$ cat src/rtl/bct_pkg.sv
package bct_pkg;

  localparam logic [7:0] STAT_IDLE    = 8'hF8;
  localparam logic [7:0] STAT_TX_DONE = 8'h28;
  localparam logic [7:0] STAT_TX_NACK = 8'h30;
  localparam logic [7:0] STAT_RX_FULL = 8'h50;
  localparam logic [7:0] STAT_RX_STOP = 8'hA0;
  localparam logic [7:0] STAT_BAD_CNT = 8'hFC;

  // strobes from the sequencer to the buffer datapath
  typedef struct packed {
    logic ptrZero;
    logic ptrInc;
    logic hostWr;
    logic hostRd;
    logic engWr;
    logic cntZero;
    logic cntInc;
  } dpStrobe_t;

  typedef enum logic [1:0] {PH_IDLE, PH_TX, PH_RX} phase_t;

endpackage

$ cat src/rtl/bct_datapath.sv
module bct_datapath
  import bct_pkg::*;
#(
  parameter int DEPTH = 68,
  parameter int DW    = 8,
  parameter int PW    = $clog2(DEPTH + 1)
) (
  input  logic          clk,
  input  logic          rstN,
  input  dpStrobe_t     stb,
  input  logic [DW-1:0] hostWrData,
  input  logic [DW-1:0] engRxData,
  output logic [PW-1:0] ptr,
  output logic [PW-1:0] cnt,
  output logic [DW-1:0] curByte,
  output logic [DW-1:0] rdData
);

  localparam int AW = (DEPTH > 1) ? $clog2(DEPTH) : 1;
  localparam logic [PW-1:0] FULL_P = PW'(DEPTH);
  localparam logic [AW-1:0] LAST_IDX = AW'(DEPTH - 1);

  logic [DW-1:0] mem [DEPTH];
  logic [PW-1:0] ptrQ, cntQ;
  logic [AW-1:0] wrIdx, rdIdx;
  logic          room;

  assign room  = ptrQ < FULL_P;
  assign wrIdx = ptrQ[AW-1:0];
  assign rdIdx = room ? ptrQ[AW-1:0] : LAST_IDX;

  // storage: one write per clock, host or engine
  always_ff @(posedge clk) begin
    if (room) begin
      if (stb.hostWr)     mem[wrIdx] <= hostWrData;
      else if (stb.engWr) mem[wrIdx] <= engRxData;
    end
  end

  always_ff @(posedge clk) begin
    if (!rstN) begin
      ptrQ   <= '0;
      cntQ   <= '0;
      rdData <= '0;
    end else begin
      if (stb.ptrZero)             ptrQ <= '0;
      else if (stb.ptrInc && room) ptrQ <= ptrQ + 1'b1;

      if (stb.cntZero)                      cntQ <= '0;
      else if (stb.cntInc && cntQ < FULL_P) cntQ <= cntQ + 1'b1;

      if (stb.hostRd) rdData <= mem[rdIdx];
    end
  end

  assign ptr     = ptrQ;
  assign cnt     = cntQ;
  assign curByte = mem[rdIdx];

endmodule

$ cat src/rtl/bct_control.sv
module bct_control
  import bct_pkg::*;
#(
  parameter int DEPTH = 68,
  parameter int CW    = 7,
  parameter int PW    = $clog2(DEPTH + 1)
) (
  input  logic          clk,
  input  logic          rstN,
  input  logic          hostWr,
  input  logic          hostRd,
  input  logic          cfgWr,
  input  logic [CW-1:0] cfgCount,
  input  logic          cfgLastNack,
  input  logic          bufMode,
  input  logic          dirRx,
  input  logic          start,
  input  logic          irqClear,
  input  logic          txReady,
  input  logic          nackIn,
  input  logic          rxValid,
  input  logic          stopIn,
  input  logic [PW-1:0] dpCnt,
  output dpStrobe_t     stb,
  output logic          txValid,
  output logic          ackOut,
  output logic          irq,
  output logic [7:0]    status,
  output logic          busy,
  output logic [CW-1:0] countReg
);

  phase_t        phase;
  logic [CW-1:0] xferCount;
  logic [CW-1:0] effCount;
  logic          lastNackReg;
  logic          badCount, startOk, lastOne, finish;
  logic [7:0]    finCode;

  assign effCount = bufMode ? countReg : CW'(1);
  assign badCount = (effCount == '0) || (int'(effCount) > DEPTH);
  assign startOk  = (phase == PH_IDLE) && start && !irq;
  assign lastOne  = (int'(dpCnt) + 1) == int'(xferCount);
  assign busy     = (phase != PH_IDLE);

  always_comb begin
    stb     = '0;
    txValid = 1'b0;
    ackOut  = 1'b0;
    finish  = 1'b0;
    finCode = STAT_IDLE;
    unique case (phase)
      PH_IDLE: begin
        if (startOk) begin
          stb.ptrZero = 1'b1;
          stb.cntZero = 1'b1;
        end else if (irqClear) begin
          stb.ptrZero = 1'b1;
        end else if (hostWr) begin
          stb.hostWr = 1'b1;
          stb.ptrInc = 1'b1;
        end else if (hostRd) begin
          stb.hostRd = 1'b1;
          stb.ptrInc = 1'b1;
        end
      end
      PH_TX: begin
        txValid = 1'b1;
        if (nackIn) begin
          finish  = 1'b1;
          finCode = STAT_TX_NACK;
        end else if (txReady) begin
          stb.ptrInc = 1'b1;
          stb.cntInc = 1'b1;
          if (lastOne) begin
            finish  = 1'b1;
            finCode = STAT_TX_DONE;
          end
        end
      end
      PH_RX: begin
        ackOut = !(lastNackReg && lastOne);
        if (stopIn) begin
          finish  = 1'b1;
          finCode = STAT_RX_STOP;
        end else if (rxValid) begin
          stb.engWr  = 1'b1;
          stb.ptrInc = 1'b1;
          stb.cntInc = 1'b1;
          if (lastOne) begin
            finish  = 1'b1;
            finCode = STAT_RX_FULL;
          end
        end
      end
      default: ;
    endcase
    if (finish) stb.ptrZero = 1'b1;
  end

  always_ff @(posedge clk) begin
    if (!rstN) begin
      phase       <= PH_IDLE;
      irq         <= 1'b0;
      status      <= STAT_IDLE;
      countReg    <= '0;
      lastNackReg <= 1'b0;
      xferCount   <= '0;
    end else begin
      unique case (phase)
        PH_IDLE: begin
          if (startOk) begin
            if (badCount) begin
              irq    <= 1'b1;
              status <= STAT_BAD_CNT;
            end else begin
              phase     <= dirRx ? PH_RX : PH_TX;
              xferCount <= effCount;
            end
          end else begin
            if (irqClear) begin
              irq    <= 1'b0;
              status <= STAT_IDLE;
            end
            if (cfgWr) begin
              countReg    <= cfgCount;
              lastNackReg <= cfgLastNack;
            end
          end
        end
        default: begin
          if (finish) begin
            phase  <= PH_IDLE;
            irq    <= 1'b1;
            status <= finCode;
          end
        end
      endcase
    end
  end

endmodule

$ cat src/rtl/buffered_xfer_ctrl.sv
module buffered_xfer_ctrl
  import bct_pkg::*;
#(
  parameter int DEPTH = 68,
  parameter int DW    = 8,
  parameter int CW    = 7
) (
  input  logic          clk,
  input  logic          rstN,
  input  logic          hostWrEn,
  input  logic [DW-1:0] hostWrData,
  input  logic          hostRdEn,
  output logic [DW-1:0] hostRdData,
  input  logic          cfgWr,
  input  logic [CW-1:0] cfgCount,
  input  logic          cfgLastNack,
  input  logic          bufMode,
  input  logic          dirRx,
  input  logic          start,
  input  logic          irqClear,
  output logic          txValid,
  output logic [DW-1:0] txData,
  input  logic          txReady,
  input  logic          nackIn,
  input  logic          rxValid,
  input  logic [DW-1:0] rxData,
  input  logic          stopIn,
  output logic          ackOut,
  output logic          irq,
  output logic [7:0]    status,
  output logic          holdScl
);

  localparam int PW = $clog2(DEPTH + 1);

  dpStrobe_t     stb;
  logic [PW-1:0] dpPtr, dpCnt;
  logic          ctlBusy;
  logic [CW-1:0] ctlCount;

  bct_control #(.DEPTH(DEPTH), .CW(CW), .PW(PW)) u_ctl (
    .clk(clk), .rstN(rstN),
    .hostWr(hostWrEn), .hostRd(hostRdEn),
    .cfgWr(cfgWr), .cfgCount(cfgCount), .cfgLastNack(cfgLastNack),
    .bufMode(bufMode), .dirRx(dirRx), .start(start), .irqClear(irqClear),
    .txReady(txReady), .nackIn(nackIn), .rxValid(rxValid), .stopIn(stopIn),
    .dpCnt(dpCnt), .stb(stb), .txValid(txValid), .ackOut(ackOut),
    .irq(irq), .status(status), .busy(ctlBusy), .countReg(ctlCount)
  );

  bct_datapath #(.DEPTH(DEPTH), .DW(DW), .PW(PW)) u_dp (
    .clk(clk), .rstN(rstN), .stb(stb),
    .hostWrData(hostWrData), .engRxData(rxData),
    .ptr(dpPtr), .cnt(dpCnt), .curByte(txData), .rdData(hostRdData)
  );

  assign holdScl = irq;

endmodule

$ cat config.mk
export PLATFORM = sky130hd
export DESIGN_NAME = buffered_xfer_ctrl
export DESIGN_NICKNAME = d
export VERILOG_FILES = /design/src/rtl/bct_pkg.sv /design/src/rtl/bct_datapath.sv /design/src/rtl/bct_control.sv /design/src/rtl/buffered_xfer_ctrl.sv
export SDC_FILE = /design/constraint.sdc
export NUM_CORES = 1
export LEC_CHECK = 0
export BUFFER_PORTS_ARGS = -buffer_cell sky130_fd_sc_hd__buf_2
export CAP_MARGIN = 20
export CORE_ASPECT_RATIO = 0.7
export CORE_UTILIZATION = 55
export CTS_CLUSTER_DIAMETER = 60
export DETAILED_ROUTE_END_ITERATION = 16
export MAX_ROUTING_LAYER = met4
export PLACE_DENSITY = 0.71
export SLEW_MARGIN = 10
export SYNTH_ARGS = -nofsm -noshare
export SYNTH_HDL_FRONTEND = slang
export SYNTH_HIERARCHICAL = 1
export SYNTH_SLANG_ARGS = --single-unit
$ cat constraint.sdc
create_clock -name clk -period 3.2 [get_ports clk]
set_input_delay 0.16 -clock clk [delete_from_list [all_inputs] [get_ports clk]]
set_output_delay 0.16 -clock clk [all_outputs]
set_load 0.05 [all_outputs]
## After elaboration in Yosys (flattened, before gate mapping)

Memories as Yosys holds them, arrays and structs flattened.
Index checks and enable logic that the tools add are counted.

- Magnitude comparators: 3
- Reduce and logical (&&, ||, !) cells: 17
- Eq/ne operators: 7
- Mux-type cells: 60
- Bitwise operators: 4
- Add/subtract/negate cells: 3

Operator list:

| kind | count |
|---|---|
| 8-bit 2-to-1 mux | 12 |
| 1-bit 2-to-1 mux | 34 |
| 32-bit by 8-bit equality test with 1-bit output | 1 |
| 8-bit one-hot mux with 2 select lines | 1 |
| 7-bit by 1-bit adder with 7-bit output (second input constant) | 2 |
| 7-bit less-than comparator (second input constant) | 2 |
| 7-bit 2-to-1 mux | 2 |
| 2-bit 2-to-1 mux | 6 |
| 3-bit AND reduction | 4 |
| 7-bit by 1-bit adder with 8-bit output (second input constant) | 1 |
| 7-bit > comparator (second input constant) | 1 |
| 7-bit logical NOT | 1 |
| 3-bit 2-to-1 mux | 2 |
| 3-bit by 2-bit inequality test with 1-bit output (second input constant) | 2 |
| 1-bit logical AND | 5 |
| 1-bit one-hot mux with 2 select lines | 2 |
| 2-bit OR reduction | 2 |
| 1-bit NOT | 3 |
| 1-bit one-hot mux with 3 select lines | 1 |
| 2-bit by 1-bit equality test with 1-bit output (second input constant) | 1 |
| 2-bit equality test (second input constant) | 1 |
| 1-bit logical NOT | 2 |
| 2-bit logical NOT | 1 |
| 2-bit by 1-bit inequality test with 1-bit output (second input constant) | 1 |
| other kinds (4) | 4 |

- Input bits: 37
- Bits in writable memories: 544
- Output and inout bits: 28
- Register bits after elaboration: 48
- Memories: 1

Memory list:

| memory | words | width | read ports | clocked after Yosys merged registers in | wr ports | RTL line | source |
|---|---|---|---|---|---|---|---|
| u_dp.mem | 68 | 8 | 1 | 0 | 1 | bct_datapath.sv:23 | `logic [DW-1:0] mem [DEPTH];` |

## Longest topological paths before layout

Gate-level depths: netlist of run 1.

- Depth in word-level cells: 9
- Mapped depth: 12
- Gate-level depth less buffers: 11

## By module

Netlist of run 1, hierarchy kept.

Modules (own cells, without submodules):

| module | cells each | area an instance (sq um) | times used |
|---|---|---|---|
| bct_datapath | 1544 | 23253.6 | 1 |
| bct_control | 190 | 1590.3 | 1 |
| buffered_xfer_ctrl | 1 | 7.5 | 1 |

## Worst setup path before layout of run 1

No wires, ideal clock.

- Path type: reg2reg
- Start: register u_dp.ptrQ[3], in the netlist u_dp/ptr[3]
- End: register u_dp.rdData[7] (read register of u_dp.mem)
- Setup time: 0.116 ns
- Data arrival time: 2.739 ns
- Path slack: 0.345 ns
- Cell stages (with the launch flop): 9
- Cell sequence: dfxtp_1 buf_2 o41a_4 nor2_8 mux4_2 a2111oi_1 a221o_1 nand3_2 o21ba_1

- Cells in the longest elaborated chain, start to end: 3

RTL lines:

| item | RTL line | source |
|---|---|---|
| start, declared | bct_datapath.sv:24 | `logic [PW-1:0] ptrQ, cntQ;` |
| start signal, assigned | bct_datapath.sv:47 | `else if (stb.ptrInc && room) ptrQ <= ptrQ + 1'b1;` |
| 7-bit less-than comparator | bct_datapath.sv:28 | `assign room = ptrQ < FULL_P;` |
| 7-bit 2-to-1 mux (*) | bct_datapath.sv:30 | `assign rdIdx = room ? ptrQ[AW-1:0] : LAST_IDX;` |
| memory 68 x 8 bit (*) | -- |  |
| named net txData[7] | buffered_xfer_ctrl.sv:22 | `output logic [DW-1:0] txData,` |
| end, declared | bct_datapath.sv:16 | `output logic [DW-1:0] rdData` |

The timed path passes the listed nets; every way through them passes the cells marked *.
A chain may end at the register's enable or synchronous reset.

## Worst setup path in the final report of run 1

- Start: register u_dp.ptrQ[2], in the netlist u_dp/ptr[2]
- End: output port txData[0]

- Cells in the longest elaborated chain, start to end: 3

RTL lines:

| item | RTL line |
|---|---|
| 7-bit less-than comparator | bct_datapath.sv:28 |
| 7-bit 2-to-1 mux (*) | bct_datapath.sv:30 |
| memory 68 x 8 bit (*) | -- |
| end, declared | buffered_xfer_ctrl.sv:22 |

Every way passes the cells marked *; elsewhere a longest branch is shown, timed or not.

==> impl_metrics.yaml, run 1 <==
worst_setup_path:
  path_cells: "o41a_4, buf_4, o211ai_1, a311oi_1, a21oi_1, or4b_4, or2_1, buf_4"
  critPathMaxStageDelay_ns: 0.52
  cp_slowest_cell: "o41a_4"
  crit_path_frequent_cell: "buf_4"
  crit_required_ns: 3.04
  cp_max_fo: 14
  start_kind: "flop"
  arrival_ns: 3.26
  crit_type: "reg -> out"
  crit_path_end_kind: "output pin"
power_and_ir_drop:
  p_leak_uw: 0.00996
  clkPwrFrac_pct: 39.7
  vdd.ir_drop.worst_v: 0.000659
  power.switching_uw: 3660
  swShare_pct: 22.6
  pwr-share-comb_pct: 7.7
  power_frac_seq_pct: 52.6
  power_density_mw_per_mm2: 552
  p_int_uw: 12500
  power.total_uw: 16200
synth:
  synth_area_sq_mm: 0.0249
  synthArstFlopShare_pct: 0
  synth.most_common_cell: "edfxtp_1"
  avgSynthCellArea_sq_um: 14.3
  synthCells: 1735
  synth_top_area_share_pct: 65.7
  synth_seq_cells: 590
  synth_seq_area_share_pct: 69.4
  ys_top_cells_by_count: "edfxtp_1, nand2_1, nor2_1, mux2i_1, a21oi_1"
  yosysWarnings: 6
  synth.largest_area_cell: "edfxtp_1"
  synth_area_leaders: "edfxtp_1, dfxtp_1, mux2i_1"
  synthDistinctLibCells: 88
  ys.flop_type: "edfxtp_1"
  synth_edf_count: 544
routing:
  drt_iter0_markers: 2555
  antenna_left: 0
  firstDrtPassIters: 7
  vias: 16500
  routed_wl_um: 65800
  met2_length_um: 28300
  wl_per_cell_um: 25.5
  route.met3.wl_um: 7690
  wl_met1_um: 28100
  drc_errors: 0
  maxUsedRoutingLayer: "met4"
  viasPerCell: 6.38
placed_design:
  gp_congestion: 0.992
  port_buffers: 62
  dp_hpwl_um: 41200
  dp.cells: 2436
clock_network:
  path_clk_slew_ns: 0.07
  tritoncts: "yes"
  cts_made_buffers: 54
  clkSinkCount: 590
  cts_max_path_buffers: 3
  clk_latency_ns: 0.60
  clock-root-buffer: "clkbuf_16"
  h-tree-depth: 2
sta:
  worst_pin_slew_ns: 0.879
  setup_viol: 8
  final-hold-violation-count: 0
  min_period_ns: 3.42
  rsz0062_at_grt: "yes"
  fin_worst_skew_ns: 0.0239
  worst_slack_ns: -0.224
  timing.fmax_mhz: 292
  slew_violations: 0
  timing.final.crit_share_pct: 107
  relSlewSlack_pct: 41.2
run_status:
  violations: "setup timing"
  status: "finished with violations"
global_route:
  antenna_found_initial: 0
  grt_pass1_vias: 15600
  grt_max_degree: 69
  grt_use_total_pct: 29.3
  grt_pass1_wl_um: 98500
  overflow: 0
flow_run:
  cap_violations: 0
floorplanning:
  coreArea_sq_mm: 0.0441
  die_area_sq_mm: 0.0461
  ioPinCount: 65
  start_util_pct: 56.3
  die_w_um: 256
  std_cell_rows: 64
  fp.dieH_um: 180
cells_and_area:
  drive_gt1_share_pct: 23.5
  antenna_cells: 0
  final_cells: 2581
  final_nets: 1985
  synthToLayoutAreaGrowth_pct: 17.9
worst_hold_path:
  hp-class: "in -> reg"
what timing repair did:
item	in CTS	in global routing
setup buffers	19	7
hold endpoints to repair	16	0
hold buffers	14	0
gates cloned	3	0
resized for setup	71	30
endpoints found under the setup margin	8	9
pin swaps	12	13
placed cells by master, fill, tap and decap left out, types with 24 or more instances in the layout:
| cell type | instances |
|---|---|
| edfxtp_1 | 544 |
| nand2_1 | 196 |
| buf_4 | 156 |
| nor2_1 | 128 |
| mux2i_1 | 74 |
| a21oi_1 | 60 |
| clkbuf_16 | 54 |
| buf_2 | 54 |
| o21ai_0 | 45 |
| nand3_1 | 41 |
| dfxtp_1 | 40 |
| a31oi_1 | 37 |
| mux2_2 | 36 |
| mux4_2 | 26 |
| o21ai_1 | 24 |
final timing paths:
check | startpoint | to | slack (ns) | cells past startpoint
min reg2reg | u_ctl/status[2] | u_ctl/status[2] | 0.48 | 2
max | u_dp/ptr[2] | txData[0] | -0.22 | 8
max reg2reg | u_dp/cnt[0] | u_ctl/status[3] | 0.22 | 9
min | bufMode | u_ctl/xferCount[0] | 0.02 | 4
metal layers:
metal	global-route usage [%]	vias to the layer above
li1	-	7130
met1	44.2	8216
met2	40.8	980
met3	5.64	128
met4	7.52	0
met5	-	-
final cells by class:
| type | instances | area [sq um] |
|---|---|---|
| inverter | 12 | 45.0 |
| clock buffer | 66 | 1410 |
| sequential | 590 | 17300 |
| multi-input combinational | 1027 | 7320 |
| timing repair buffer | 256 | 2180 |
| clock inverter | 36 | 339 |
| fill | 3051 | 14800 |
| tap | 594 | 743 |
stage by stage:
stage | setup slack (ns) | TNS (ns) | hold slack [ns] | cell area (sq um) | util [%]
after floorplan | 0.345 | 0 | 0.296 | 24900 | -
after global placement | 0.142 | 0 | 0.413 | 26600 | 60.4
after detailed placement | 0.00210 | 0 | 0.435 | 26600 | 60.4
after CTS | -0.211 | -1.22 | 0.00119 | 29100 | 66.0
after global routing | -0.291 | -1.88 | 0.0273 | 29300 | 66.4
final | -0.224 | -1.33 | 0.0213 | 29300 | 66.4
power groups by stage:
stage | clock network (uW) | registers [uW] | logic [uW]
global placement | 0 | 8690 | 1090
floorplan | 0 | 8730 | 688
global route | 6790 | 8520 | 1310
finish | 6420 | 8520 | 1240
detailed placement | 0 | 8700 | 1110
CTS | 6480 | 8520 | 1210
cell families after synthesis:
| kind of cell | share of synthesized area [%] |
|---|---|
| flops | 69.4 |
| mux | 7.13 |
| simple gates | 9.55 |
| compound gates | 10.4 |
| xor+xnor | 0.634 |
| fa+ha+maj | 0.352 |
| buf+inv | 2.53 |
| other cells | 0.0151 |
critical path: cells and delay by family, from the launching register on:
kind / cells / cell delay [ns]
AO/OA/AOI/OAI: 4 / 1.12
flip-flops: 1 / 0.36
AND/OR/NAND/NOR: 2 / 0.77
buffers and inverters: 2 / 0.42
flip-flops by register name, indices dropped and copies added (netlist names), 2 cells and up:
register / cells
u_dp/mem: 544
u_ctl/countReg: 7
u_dp/cnt: 7
u_ctl/status: 6
u_dp/rdData: 8
u_dp/ptr: 7
u_ctl/xferCount: 7
u_ctl/phase: 2
No activity file was read; power rests on OpenSTA's default activity.
==> run 2, diff against run 1 <==
--- a/config.mk
+++ b/config.mk
@@ -8,6 +8,7 @@
 export BUFFER_PORTS_ARGS = -buffer_cell sky130_fd_sc_hd__buf_2
 export CAP_MARGIN = 20
 export CORE_ASPECT_RATIO = 0.7
+export CORE_MARGIN = 4
 export CORE_UTILIZATION = 55
 export CTS_CLUSTER_DIAMETER = 60
 export DETAILED_ROUTE_END_ITERATION = 16
==> constraint.sdc (replaced) <==
create_clock -name clk -period 3.2 [get_ports clk]
set_input_delay 0.16 -clock clk [delete_from_list [all_inputs] [get_ports clk]]
set_output_delay 0.16 -clock clk [all_outputs]
set_load 0.02 [all_outputs]
==> run 2 against run 1 <==
The flow still finishes with violations (setup timing). Clock power is 3.6% lower. Combinational power decreased by 3%. Global-route usage decreased by 0.78 points. Register-to-register slack barely moved. Worst setup slack improved by 0.027 ns. Power shrank 1.7%.
==> impl_metrics.yaml, run 2 (synthesis results as in run 1) <==
run_status:
  status: "finished with violations"
  violations: "setup timing"
cells_and_area:
  layout_common_cells: "edfxtp_1, nand2_1, buf_4"
  final_nets: 1992
  design_area_sq_mm: 0.0294
  final_common_cell: "edfxtp_1"
  top_regs: "u_dp/mem (544), u_dp/rdData (8)"
  regMostFlops: "u_dp/mem"
  synthToLayoutAreaGrowth_pct: 18.3
  drive_gt1_share_pct: 23.2
  antenna_cells: 0
  fillers: 3030
  fin_util_pct: 66.5
  largest_reg_flops: 544
sta:
  fin_worst_skew_ns: 0.0104
  min_period_ns: 3.40
  setup_viol: 8
  rsz0062_at_grt: "yes"
  fin_setup_tns_ns: -1.24
  relSlewSlack_pct: 40.9
  timing.final.crit_share_pct: 106
  worst_pin_slew_ns: 0.883
  timing.fmax_mhz: 294
  final-hold-violation-count: 0
  worst_slack_ns: -0.197
  slew_violations: 0
global_route:
  antenna_found_initial: 0
  grt_use_total_pct: 28.5
  grt_pass1_vias: 15900
  grt_max_degree: 69
  overflow: 0
  grt_pass1_wl_um: 101000
routing:
  drc_errors: 0
  vias: 16600
  firstDrtPassIters: 6
  drt_iter0_markers: 2397
  wl_per_cell_um: 26.3
  viasPerCell: 6.44
  antenna_left: 0
  routed_wl_um: 68100
worst_setup_path:
  path_depth: 8
  crit_path_frequent_cell: "buf_6"
  path_cells: "o41a_4, buf_6, nor2_4, o211a_1, a211oi_1, or4b_4, or2_4, buf_6"
  critPathMaxStageDelay_ns: 0.59
  crit_required_ns: 3.04
  r2r-start: "u_dp/cnt[0]"
  setup.worst_path.end: "txData[0]"
  cp_max_fo: 14
  ff2ff_setup_slack_ns: 0.23
  crit_path_end_kind: "output pin"
  crit_family: "simple AND/OR/NAND/NOR gates"
  start_kind: "flop"
  r2r_cells: 9
  r2r-end: "u_ctl/status[3]"
  crit_type: "reg -> out"
  setup.worst_path.start: "u_dp/ptr[3]"
  cp_num_buf_inv: 2
  arrival_ns: 3.24
  cp_slowest_cell: "or4b_4"
clock_network:
  clk_latency_ns: 0.59
  cts_made_buffers: 54
  cts_max_path_buffers: 3
  clock-root-buffer: "clkbuf_16"
  tritoncts: "yes"
  clkSinkCount: 590
  h-tree-depth: 2
  path_clk_slew_ns: 0.07
flow_run:
  cap_violations: 0
floorplanning:
  die_area_sq_mm: 0.0487
  std_cell_rows: 64
  die_w_um: 262
  coreArea_sq_mm: 0.0442
  start_util_pct: 56.2
  ioPinCount: 65
  fp.dieH_um: 186
power_and_ir_drop:
  p_leak_uw: 0.0100
  power_density_mw_per_mm2: 541
  power.total_uw: 15900
  vdd.ir_drop.worst_v: 0.000478
placed_design:
  placed_cell_area_sq_mm: 0.0267
  port_buffers: 62
  gp_congestion: 0.983
  dp_hpwl_um: 43100
worst_hold_path:
  hp-class: "in -> reg"
## run 2: worst register-to-register path: stages, from the launching register on
cell,delay [ns]
dfxtp_1,0.41
ha_1,0.30
o21ba_2,0.22
a221o_1,0.39
a2111oi_2,0.32
o211a_1,0.30
nand3_1,0.10
a21oi_1,0.16
dlygate4sd3_1,0.58
a21oi_1,0.07
## run 2: worst min-delay path by stage
stage,slack (ns),startpoint,end,depth (start not counted)
detailed placement,0.43,cfgCount[6],u_ctl/countReg[6],3
floorplan,0.30,rstN,u_dp/rdData[0],2
finish,0.03,bufMode,u_ctl/xferCount[3],4
CTS,0.007,bufMode,u_ctl/xferCount[0],4
global placement,0.41,cfgCount[3],u_ctl/countReg[3],3
global route,0.04,bufMode,u_ctl/xferCount[3],4
## run 2: power by group
group,switching [uW],total (uW),internal [uW]
Clock,2760,6190,3420
Combinational,751,1200,448
Sequential,40.0,8520,8480
## run 2: cell type report
cell class	count	area (sq um)	area share, %
clock buffer	69	1440	4.89
clock inverter	30	236	0.804
inverter	12	45.0	0.153
multi-input combinational	1027	7280	24.8
sequential	590	17300	58.8
tap	594	743	2.53
timing repair buffer	263	2380	8.10
## run 2: metal layers
layer | GRT usage [%] | vias to the layer above | part of all wire, % | wire length, um
li1 | - | 7163 | - | -
met1 | 43.8 | 8326 | 43 | 29300
met2 | 39.4 | 1069 | 42 | 28900
met3 | 6.90 | 84 | 13 | 8910
met4 | 5.35 | 0 | 1.5 | 1030
met5 | - | - | 0 | 0
## run 2: what timing repair did
item | 4_1_cts | 5_1_grt
resized for setup | 81 | 19
hold buffers | 15 | 0
setup endpoints to repair | 8 | 8
endpoints found under the hold margin | 15 | 0
cloned | 3 | 3
pin swaps | 39 | 18
buffers inserted | 20 | 6
## run 2: per-stage QoR
step	hold WS [ns]	worst slack (ns)	std cells
floorplan	0.296	0.527	1736
global placement	0.415	0.137	2439
detailed placement	0.431	-0.00117	2439
CTS	0.00682	-0.188	2576
global route	0.0443	-0.261	2585
finish	0.0332	-0.197	2585
